$ cat config.mk
export PLATFORM = sky130hd
export DESIGN_NAME = ea_gen
export DESIGN_NICKNAME = d
export VERILOG_FILES = /design/src/rtl/eag_pkg.sv /design/src/rtl/eag_decode.sv /design/src/rtl/eag_index.sv /design/src/rtl/eag_mapper.sv /design/src/rtl/ea_gen.sv
export SDC_FILE = /design/constraint.sdc
export NUM_CORES = 1
export LEC_CHECK = 0
export ABC_AREA = 1
export CORE_MARGIN = 1.5
export CORE_UTILIZATION = 49
export CTS_BUF_LIST = sky130_fd_sc_hd__clkbuf_4 sky130_fd_sc_hd__clkbuf_8 sky130_fd_sc_hd__clkbuf_16
export CTS_CLUSTER_SIZE = 10
export DETAILED_ROUTE_END_ITERATION = 10
export PLACE_DENSITY_LB_ADDON = 0.1
export SETUP_SLACK_MARGIN = 0.15
export SLEW_MARGIN = 20
export SYNTH_ARGS = -nofsm -noshare
export SYNTH_HDL_FRONTEND = slang
export SYNTH_SLANG_ARGS = --single-unit
$ cat constraint.sdc
create_clock -name clk -period 7.2 [get_ports clk]
set_clock_uncertainty 0.15 [all_clocks]
set_input_delay 1.44 -clock clk [delete_from_list [all_inputs] [get_ports clk]]
set_output_delay 1.44 -clock clk [all_outputs]
set_load 0.1 [all_outputs]
$ cat src/rtl/eag_pkg.sv
package eag_pkg;
    localparam int INSN_W    = 32;
    localparam int REF_W     = 17;
    localparam int EXT_W     = 20;
    localparam int OFS_W     = 9;
    localparam int PAGE_W    = REF_W - OFS_W;
    localparam int RPG_W     = EXT_W - OFS_W;
    localparam int XW        = 3;
    localparam int REG_LIMIT = 16;
    localparam int PAD_W     = EXT_W - REF_W;

    typedef enum logic [2:0] {S_IDLE, S_IND, S_IDX, S_MAP, S_DONE} st_e;
    typedef enum logic [1:0] {M_REAL = 2'd0, M_REXT = 2'd1, M_VIRT = 2'd2, M_RSV = 2'd3} mode_e;

    typedef struct packed {
        st_e              st;
        mode_e            mode;
        logic             t20;
        logic [XW-1:0]    xs;
        logic [EXT_W-1:0] ea;
        logic [EXT_W-1:0] out;
        logic             rsel;
    } regs_t;

    // Stage that follows the (optional) indirect fetch
    function automatic st_e after_ind(logic [XW-1:0] xs, logic t20, mode_e m);
        if (xs != '0)
            return S_IDX;
        else if (m == M_VIRT && !t20)
            return S_MAP;
        else
            return S_DONE;
    endfunction
endpackage

$ cat src/rtl/eag_decode.sv
module eag_decode
    import eag_pkg::*;
(
    input  logic [INSN_W-1:0] insn,
    input  logic              trap_loc,
    output logic              ind,
    output logic              t20,
    output logic [XW-1:0]     xs,
    output logic [EXT_W-1:0]  ref_ea
);
    logic [9:0] insn_unused;
    assign insn_unused = {insn[30:22], insn[20]};

    always_comb begin
        ind    = insn[31];
        t20    = trap_loc & ~insn[21];
        xs     = t20 ? '0 : insn[REF_W+XW-1:REF_W];
        ref_ea = t20 ? insn[EXT_W-1:0] : {{PAD_W{1'b0}}, insn[REF_W-1:0]};
    end
endmodule

$ cat src/rtl/eag_index.sv
module eag_index
    import eag_pkg::*;
(
    input  logic [EXT_W-1:0] ea,
    input  logic [EXT_W-1:0] offset,
    input  logic             wide,
    output logic [EXT_W-1:0] sum
);
    logic [EXT_W-1:0] raw;
    always_comb begin
        raw = ea + offset;
        sum = wide ? raw : {{PAD_W{1'b0}}, raw[REF_W-1:0]};
    end
endmodule

$ cat src/rtl/eag_mapper.sv
module eag_mapper
    import eag_pkg::*;
(
    input  logic [EXT_W-1:0]  ea,
    input  logic [RPG_W-1:0]  rpage,
    output logic [PAGE_W-1:0] vpage,
    output logic [EXT_W-1:0]  mapped
);
    always_comb begin
        vpage  = ea[REF_W-1:OFS_W];
        mapped = {rpage, ea[OFS_W-1:0]};
    end
endmodule

$ cat src/rtl/ea_gen.sv
module ea_gen
    import eag_pkg::*;
(
    input  logic              clk,
    input  logic              rst_n,
    input  logic              start,
    input  logic [INSN_W-1:0] insn,
    input  logic [1:0]        mode,
    input  logic              trap_loc,
    output logic              mem_req,
    output logic [EXT_W-1:0]  mem_addr,
    input  logic              mem_rdy,
    input  logic [31:0]       mem_rdata,
    output logic [XW-1:0]     idx_sel,
    input  logic [31:0]       idx_val,
    output logic [PAGE_W-1:0] map_page,
    input  logic [RPG_W-1:0]  map_real,
    output logic              busy,
    output logic              done,
    output logic [EXT_W-1:0]  real_addr,
    output logic              reg_sel
);
    regs_t q, d;

    logic             dec_ind, dec_t20;
    logic [XW-1:0]    dec_xs;
    logic [EXT_W-1:0] dec_ea, idx_sum, mapped;
    logic [11:0]      rdata_unused;
    logic [11:0]      idx_unused;

    assign rdata_unused = mem_rdata[31:EXT_W];
    assign idx_unused   = idx_val[31:EXT_W];

    eag_decode u_dec (
        .insn     (insn),
        .trap_loc (trap_loc),
        .ind      (dec_ind),
        .t20      (dec_t20),
        .xs       (dec_xs),
        .ref_ea   (dec_ea)
    );

    eag_index u_idx (
        .ea     (q.ea),
        .offset (idx_val[EXT_W-1:0]),
        .wide   (q.mode == M_REXT),
        .sum    (idx_sum)
    );

    eag_mapper u_map (
        .ea     (q.ea),
        .rpage  (map_real),
        .vpage  (map_page),
        .mapped (mapped)
    );

    always_comb begin
        d = q;
        case (q.st)
            S_IDLE: if (start) begin
                d.mode = mode_e'(mode);
                d.t20  = dec_t20;
                d.xs   = dec_xs;
                d.ea   = dec_ea;
                d.st   = dec_ind ? S_IND : after_ind(dec_xs, dec_t20, mode_e'(mode));
            end
            S_IND: if (mem_rdy) begin
                // single level: the fetched word is used as-is, never re-fetched
                d.ea = (q.t20 || q.mode == M_REXT) ? mem_rdata[EXT_W-1:0]
                                                   : {{PAD_W{1'b0}}, mem_rdata[REF_W-1:0]};
                d.st = after_ind(q.xs, q.t20, q.mode);
            end
            S_IDX: begin
                d.ea = idx_sum;
                d.st = (q.mode == M_VIRT && !q.t20) ? S_MAP : S_DONE;
            end
            S_MAP:   d.st = S_DONE;
            S_DONE:  d.st = S_IDLE;
            default: d.st = S_IDLE;
        endcase
        if (d.st == S_DONE && q.st != S_DONE) begin
            d.out  = (q.st == S_MAP) ? mapped : d.ea;
            d.rsel = d.ea < EXT_W'(REG_LIMIT);
        end
    end

    always_ff @(posedge clk) begin
        if (!rst_n)
            q <= '{st: S_IDLE, mode: M_REAL, default: '0};
        else
            q <= d;
    end

    assign mem_req   = (q.st == S_IND);
    assign mem_addr  = q.ea;
    assign idx_sel   = q.xs;
    assign busy      = (q.st != S_IDLE);
    assign done      = (q.st == S_DONE);
    assign real_addr = q.out;
    assign reg_sel   = q.rsel;
endmodule

# [Word-level counts from Yosys, hierarchy flattened]
# Cells that the tools add are included.
[totals] ramBits=0 n_memories=0 output_inout_bits=55 latch_bits=0 elab_cells=46 romBits=0 ff_bits=50 inputBits=114
[classes] add_sub_neg=1 shifts=0 bitwise=2 n_lt_le_gt_ge=1 eq_ne=9 multipliers=0 mux=15 div_mod_pow=0 reduce_logical=11
[ops] op="20-bit 2-to-1 mux" n=5
[ops] op="20-bit case mux with 3 select lines" n=1
[ops] op="29-bit 2-to-1 mux" n=1
[ops] op="3-bit 2-to-1 mux" n=7
[ops] op="20-bit adder" n=1
[ops] op="20-bit by 5-bit less-than comparator with 1-bit output, second input constant" n=1
[ops] op="3-bit case mux with 4 select lines" n=1
[ops] op="3-bit nonzero test" n=3
[ops] op="3-bit by 2-bit == test with 1-bit output, second input constant" n=2
[ops] op="3-bit == test, second input constant" n=2
[ops] op="2-bit == test, second input constant" n=2
[ops] op="3-bit by 1-bit == test with 1-bit output, second input constant" n=1
[ops] op="1-bit logical AND" n=3
[ops] op="3-bit logical NOT" n=1
[ops] op="3-bit inequality test, second input constant" n=1
[ops] op="2-bit by 1-bit == test with 1-bit output, second input constant" n=1
[ops] op="1-bit logical NOT" n=2
[ops] op="2-bit AND reduction" n=1
[ops] op="1-bit bitwise AND" n=1
[ops] op="1-bit logical OR" n=1
[ops] op="1-bit inverter" n=1

# [Depth between registers and ports, before layout]
[logic_depth] depth_word=11 depth_mapped=18 ltp_nobuf=18

# [Modules after synthesis]
# Synthesis repeated with hierarchy kept, for this count alone.
[unflattened] cells_unflattened=860 hier_area_um2=5077.4
[modules_own_cells] mod="ea_gen" area_per_inst_um2=3453.3 instances=1 seq_area_each_um2=1001.0 cells_each=581
[modules_own_cells] mod="eag_index" area_per_inst_um2=1227.4 instances=1 seq_area_each_um2=0.0 cells_each=221
[modules_own_cells] mod="eag_mapper" area_per_inst_um2=210.2 instances=1 seq_area_each_um2=0.0 cells_each=28
[modules_own_cells] mod="eag_decode" area_per_inst_um2=186.4 instances=1 seq_area_each_um2=0.0 cells_each=30

# [Worst setup path after synthesis]
# Ideal clock, no wire load.
[synth_path] kind="input to register" from="input port idx_val[0]" to="register q (netlist bit reg_sel)" setup_slack_ps=3806 path_buffers=0 cell_stages=14 t_required_ps=6986 t_arrival_ps=3180 setup_time_ps=64 path_cell_list="ha_1 > fa_1 > nand3_1 > nand3_1 > or2_2 > nand3_1 > nand4_1 > nor2_1 > nand2_1 > nor2_1 > nand2_1 > nor2_1 > nor2_1 > nor2_1"
[synth_between] elab_chain_len=4
[synth_rtl] item="from (decl)" line="ea_gen.sv:15" rtl="input logic [31:0] idx_val,"
[synth_rtl] item="20-bit adder" line="eag_index.sv:11" rtl="raw = ea + offset;"
[synth_rtl] item="20-bit 2-to-1 mux" line="eag_index.sv:12" rtl="sum = wide ? raw : {{PAD_W{1'b0}}, raw[REF_W-1:0]};"
[synth_rtl] item="20-bit case mux with 3 select lines" line="ea_gen.sv:59" rtl="case (q.st)"
[synth_rtl] item="20-bit by 5-bit less-than comparator with 1-bit output" line="ea_gen.sv:83" rtl="d.rsel = d.ea < EXT_W'(REG_LIMIT);"
[synth_rtl] item="to (signal assigned)" line="ea_gen.sv:89" rtl="q <= '{st: S_IDLE, mode: M_REAL, default: '0};"
[synth_rtl] item="to (signal assigned)" line="ea_gen.sv:91" rtl="q <= d;"
[synth_rtl] item="to (decl)" line="ea_gen.sv:23" rtl="regs_t q, d;"
# Every way passes these cells.
# A chain may end at the register's enable or synchronous reset.

# [Final worst setup path]
[layout_path] from="input port mem_rdy" to="register q (netlist bit real_addr[17])"
[layout_between] elab_chain_len=4 word_cells_on_any_way=7 classes_between="eq/ne: 1; mux: 5; reduce/logical: 1"
[layout_rtl] item="from (decl)" line="ea_gen.sv:12" rtl="input logic mem_rdy,"
[layout_rtl] item="3-bit 2-to-1 mux" line="ea_gen.sv:67" rtl="S_IND: if (mem_rdy) begin"
[layout_rtl] item="3-bit case mux with 4 select lines" line="ea_gen.sv:59"
[layout_rtl] item="3-bit == test" line="ea_gen.sv:81" rtl="if (d.st == S_DONE && q.st != S_DONE) begin"
[layout_rtl] item="1-bit logical AND" line="ea_gen.sv:81"
# Parallel ways exist; a longest one is shown, timed or not.

==> key figures <==
Outcome
  – Outcome: complete, no violations

Global route
  – Pin count of the biggest net entering global routing: 36
  – Vias in the first global route: 4,747
  – Grt ovf: 0
  – Global-route wire length before repair: 22,700 um
  – Initial antenna violation count: 0
  – Total Routing Usage GR: 28.8%

Critical path
  – Crit path kind: in -> reg
  – Critical Path End Type: register
  – Crit Path Max Fanout: 22
  – Crit-path most repeated cell: a21oi_1
  – Setup crit start: mem_rdy
  – CP peak stage delay: 0.93 ns
  – Crit path arrival time: 4.50 ns
  – Slowest stage cell on the critical path: clkdlybuf4s50_1
  – Critical path launch point type: input port
  – Launching point of the worst reg2reg path: q[47]
  – Critical Path RT: 7.26 ns
  – CP cell instances: clkdlybuf4s50_1 -> bufinv_8 -> nor3_1 -> a21oi_1 -> nand2_1 -> inv_1 -> a21oi_1 -> o21ai_0 -> a21oi_1

Place
  – Port Buffers: 134
  – Detailed Place HPWL: 11,300 um
  – Dpl cell area: 0.00544 mm2
  – Routability congestion estimate: 0.893
  – DP Worst Slack: 2.49 ns
  – DP Cell Count: 920

Clock network
  – Clock root cell: clkbuf_8
  – Clk pin slew, worst setup/hold paths: 0.09 ns
  – TritonCTS buffer count: 5
  – Worst-Skew Late Latency: 0.31 ns
  – Depth of the CTS H-tree: 2
  – CTS max path bufs: 2
  – Sink Count: 50
  – CTS tree: yes
  – Total setup buffers inserted after CTS: 0
  – Post_cts resized: 0
  – Cts hold-fix bufs: 0

Synth
  – Syn_nets: 884
  – Yosys top cell area share: 22.4%
  – Yosys reg bits: 50
  – Yosys top cell by area: dfxtp_1
  – Post-Syn Area: 0.00447 mm2
  – Mapped Cells: 750
  – Largest cells by area after synthesis: dfxtp_1 (22%), nand2_1 (18%), a21oi_1 (8.9%)
  – Yosys cell types: 37
  – Synth Warn #: 0
  – Mean Syn Cell Area: 5.97 um2
  – Post-synthesis sequential area ratio: 22.4%

Route
  – Met2 WL: 6970 um
  – Routed wire length: 14,500 um
  – First-pass DRT Iterations: 5
  – Vias/cell: 5.36
  – Met1 Routed Length: 6230 um
  – Antenna Violating Nets Remaining: 0
  – Top sig layer: met4
  – Routed WL per cell: 15.6 um
  – Post-route DRC: 0
  – DR iter-0 viols: 351
  – Via Count: 4,972
  – DR WL met3: 961 um

Job
  – Max-cap violations: 0

Die
  – Initial cell density of the core: 51.1%
  – Num rows: 34
  – Full die area: 0.00971 mm2
  – Core footprint: 0.00876 mm2
  – Die Width: 98.6 um
  – Die Y: 98.6 um
  – Io pins: 169

Layout
  – Commonest non-fill, non-tap cell in the layout: nand2_1
  – Layout cell share with drive strength beyond 1: 3.29%
  – Final net count: 953
  – Area Overhead vs Synth: 24.8%
  – Most frequent cells in the layout: nand2_1 (218), clkdlybuf4s50_1 (134), inv_1 (83)
  – Post-route cell area: 0.00558 mm2
  – Ant diodes: 0
  – Non-filler instance count after layout: 928
  – Final core occ: 63.7%

STA
  – RSZ-0062 raised after global routing: no
  – Setup violators final: 0
  – Final Cycle Share: 61.7%
  – Slew @ Worst Pin: 1.04 ns
  – Final min period: 4.44 ns
  – Slew HR: 30.4%
  – Final setup margin: 2.76 ns
  – Final Hold Viols: 0
  – Max Fclk: 0.225 GHz
  – Setup TNS: 0 ns
  – Final slew viol count: 0

Worst hold path
  – HP Start: real_addr[16]
  – Tightest Hold Check Type: reg -> reg

Power and ir drop
  – Leakage: 2.55 nW
  – Worst VDD drop: 177 uV
  – PD cells: 248 mW/mm2
[synth_stat cells]
cell type	number
a21oi_1	80
buf_4	53
nand2_2	2
bufinv_8	1
o21ai_0	46
o21ai_2	1
inv_2	3
nor2_4	1
nor2_2	2
or2_2	5
a31oi_1	1
o31a_1	1
clkbuf_1	8
dfxtp_1	50
nand2_1	218
nor2_1	66
buf_2	6
o32ai_1	1
o21ai_1	1
fa_1	1
o21bai_1	2
nand4_1	10
a221oi_1	3
nand3_2	2
xor2_1	1
nor3_1	11
and2_1	4
buf_1	1
a21oi_2	1
buf_6	5
clkinv_1	2
nand3_1	47
a211oi_1	3
ha_1	19
o221ai_1	1
inv_1	83
nand3b_1	8
[per-layer routing]
metal | GRT usage (%) | vias up
met1 | 37.5 | 2243
met5 | 0 | -
met4 | 9.53 | 0
li1 | - | 2514
met3 | 3.12 | 29
met2 | 49.7 | 186
[metrics by stage]
stage / power [mW] / hold slack, ns
2_1_floorplan: 0.982 / 0.294
3_5_place_dp: 1.14 / 0.306
5_1_grt: 1.46 / 0.344
4_1_cts: 1.38 / 0.320
6_report: 1.39 / 0.317
3_3_place_gp: 1.13 / 0.304
[kinds of logic after synthesis]
kind of cell | count (synthesis) | share of synthesized area, %
compound gates | 141 | 16.8
flops | 50 | 22.4
fa+ha+maj | 20 | 5.76
buf+inv | 162 | 19.4
xor+xnor | 1 | 0.196
simple gates | 376 | 35.6
[worst max-delay path: cells and delay by family]
family | cells | cell delay (ns)
buffers and inverters | 3 | 1.74
AND/OR/NAND/NOR | 2 | 0.73
AO/OA/AOI/OAI | 4 | 0.58
[state kept, by name, summed over array words and instances (netlist names)]
| register | cells |
|---|---|
| q | 6 |
| reg_sel | 1 |
| idx_sel | 3 |
| mem_addr | 20 |
| real_addr | 20 |
[where the power goes]
group          switching [mW]  internal [mW]  leakage (nW)
sequential             0.0392          0.312         0.410
clock                  0.0967          0.148        0.0714
combinational           0.569          0.221          2.07
total                   0.704          0.681          2.55
[path summary, 6_finish.rpt]
check        cells after the start  slack (ns)            end
max                              9        2.76  real_addr[17]
min                              2        0.32  real_addr[16]
max reg2reg                     10        4.15  real_addr[17]
min reg2reg                      2        0.32  real_addr[16]
[final cells by class]
class,instances,area (um2)
well taps,108,135
inverters,89,348
clock buffers,6,82.6
repair buffers,135,1350
flip-flops and latches,50,1000
fillers,832,3180
clock inverters,2,60.1
multi-input cells,538,2610
Power figures use the tool's default switching activity.
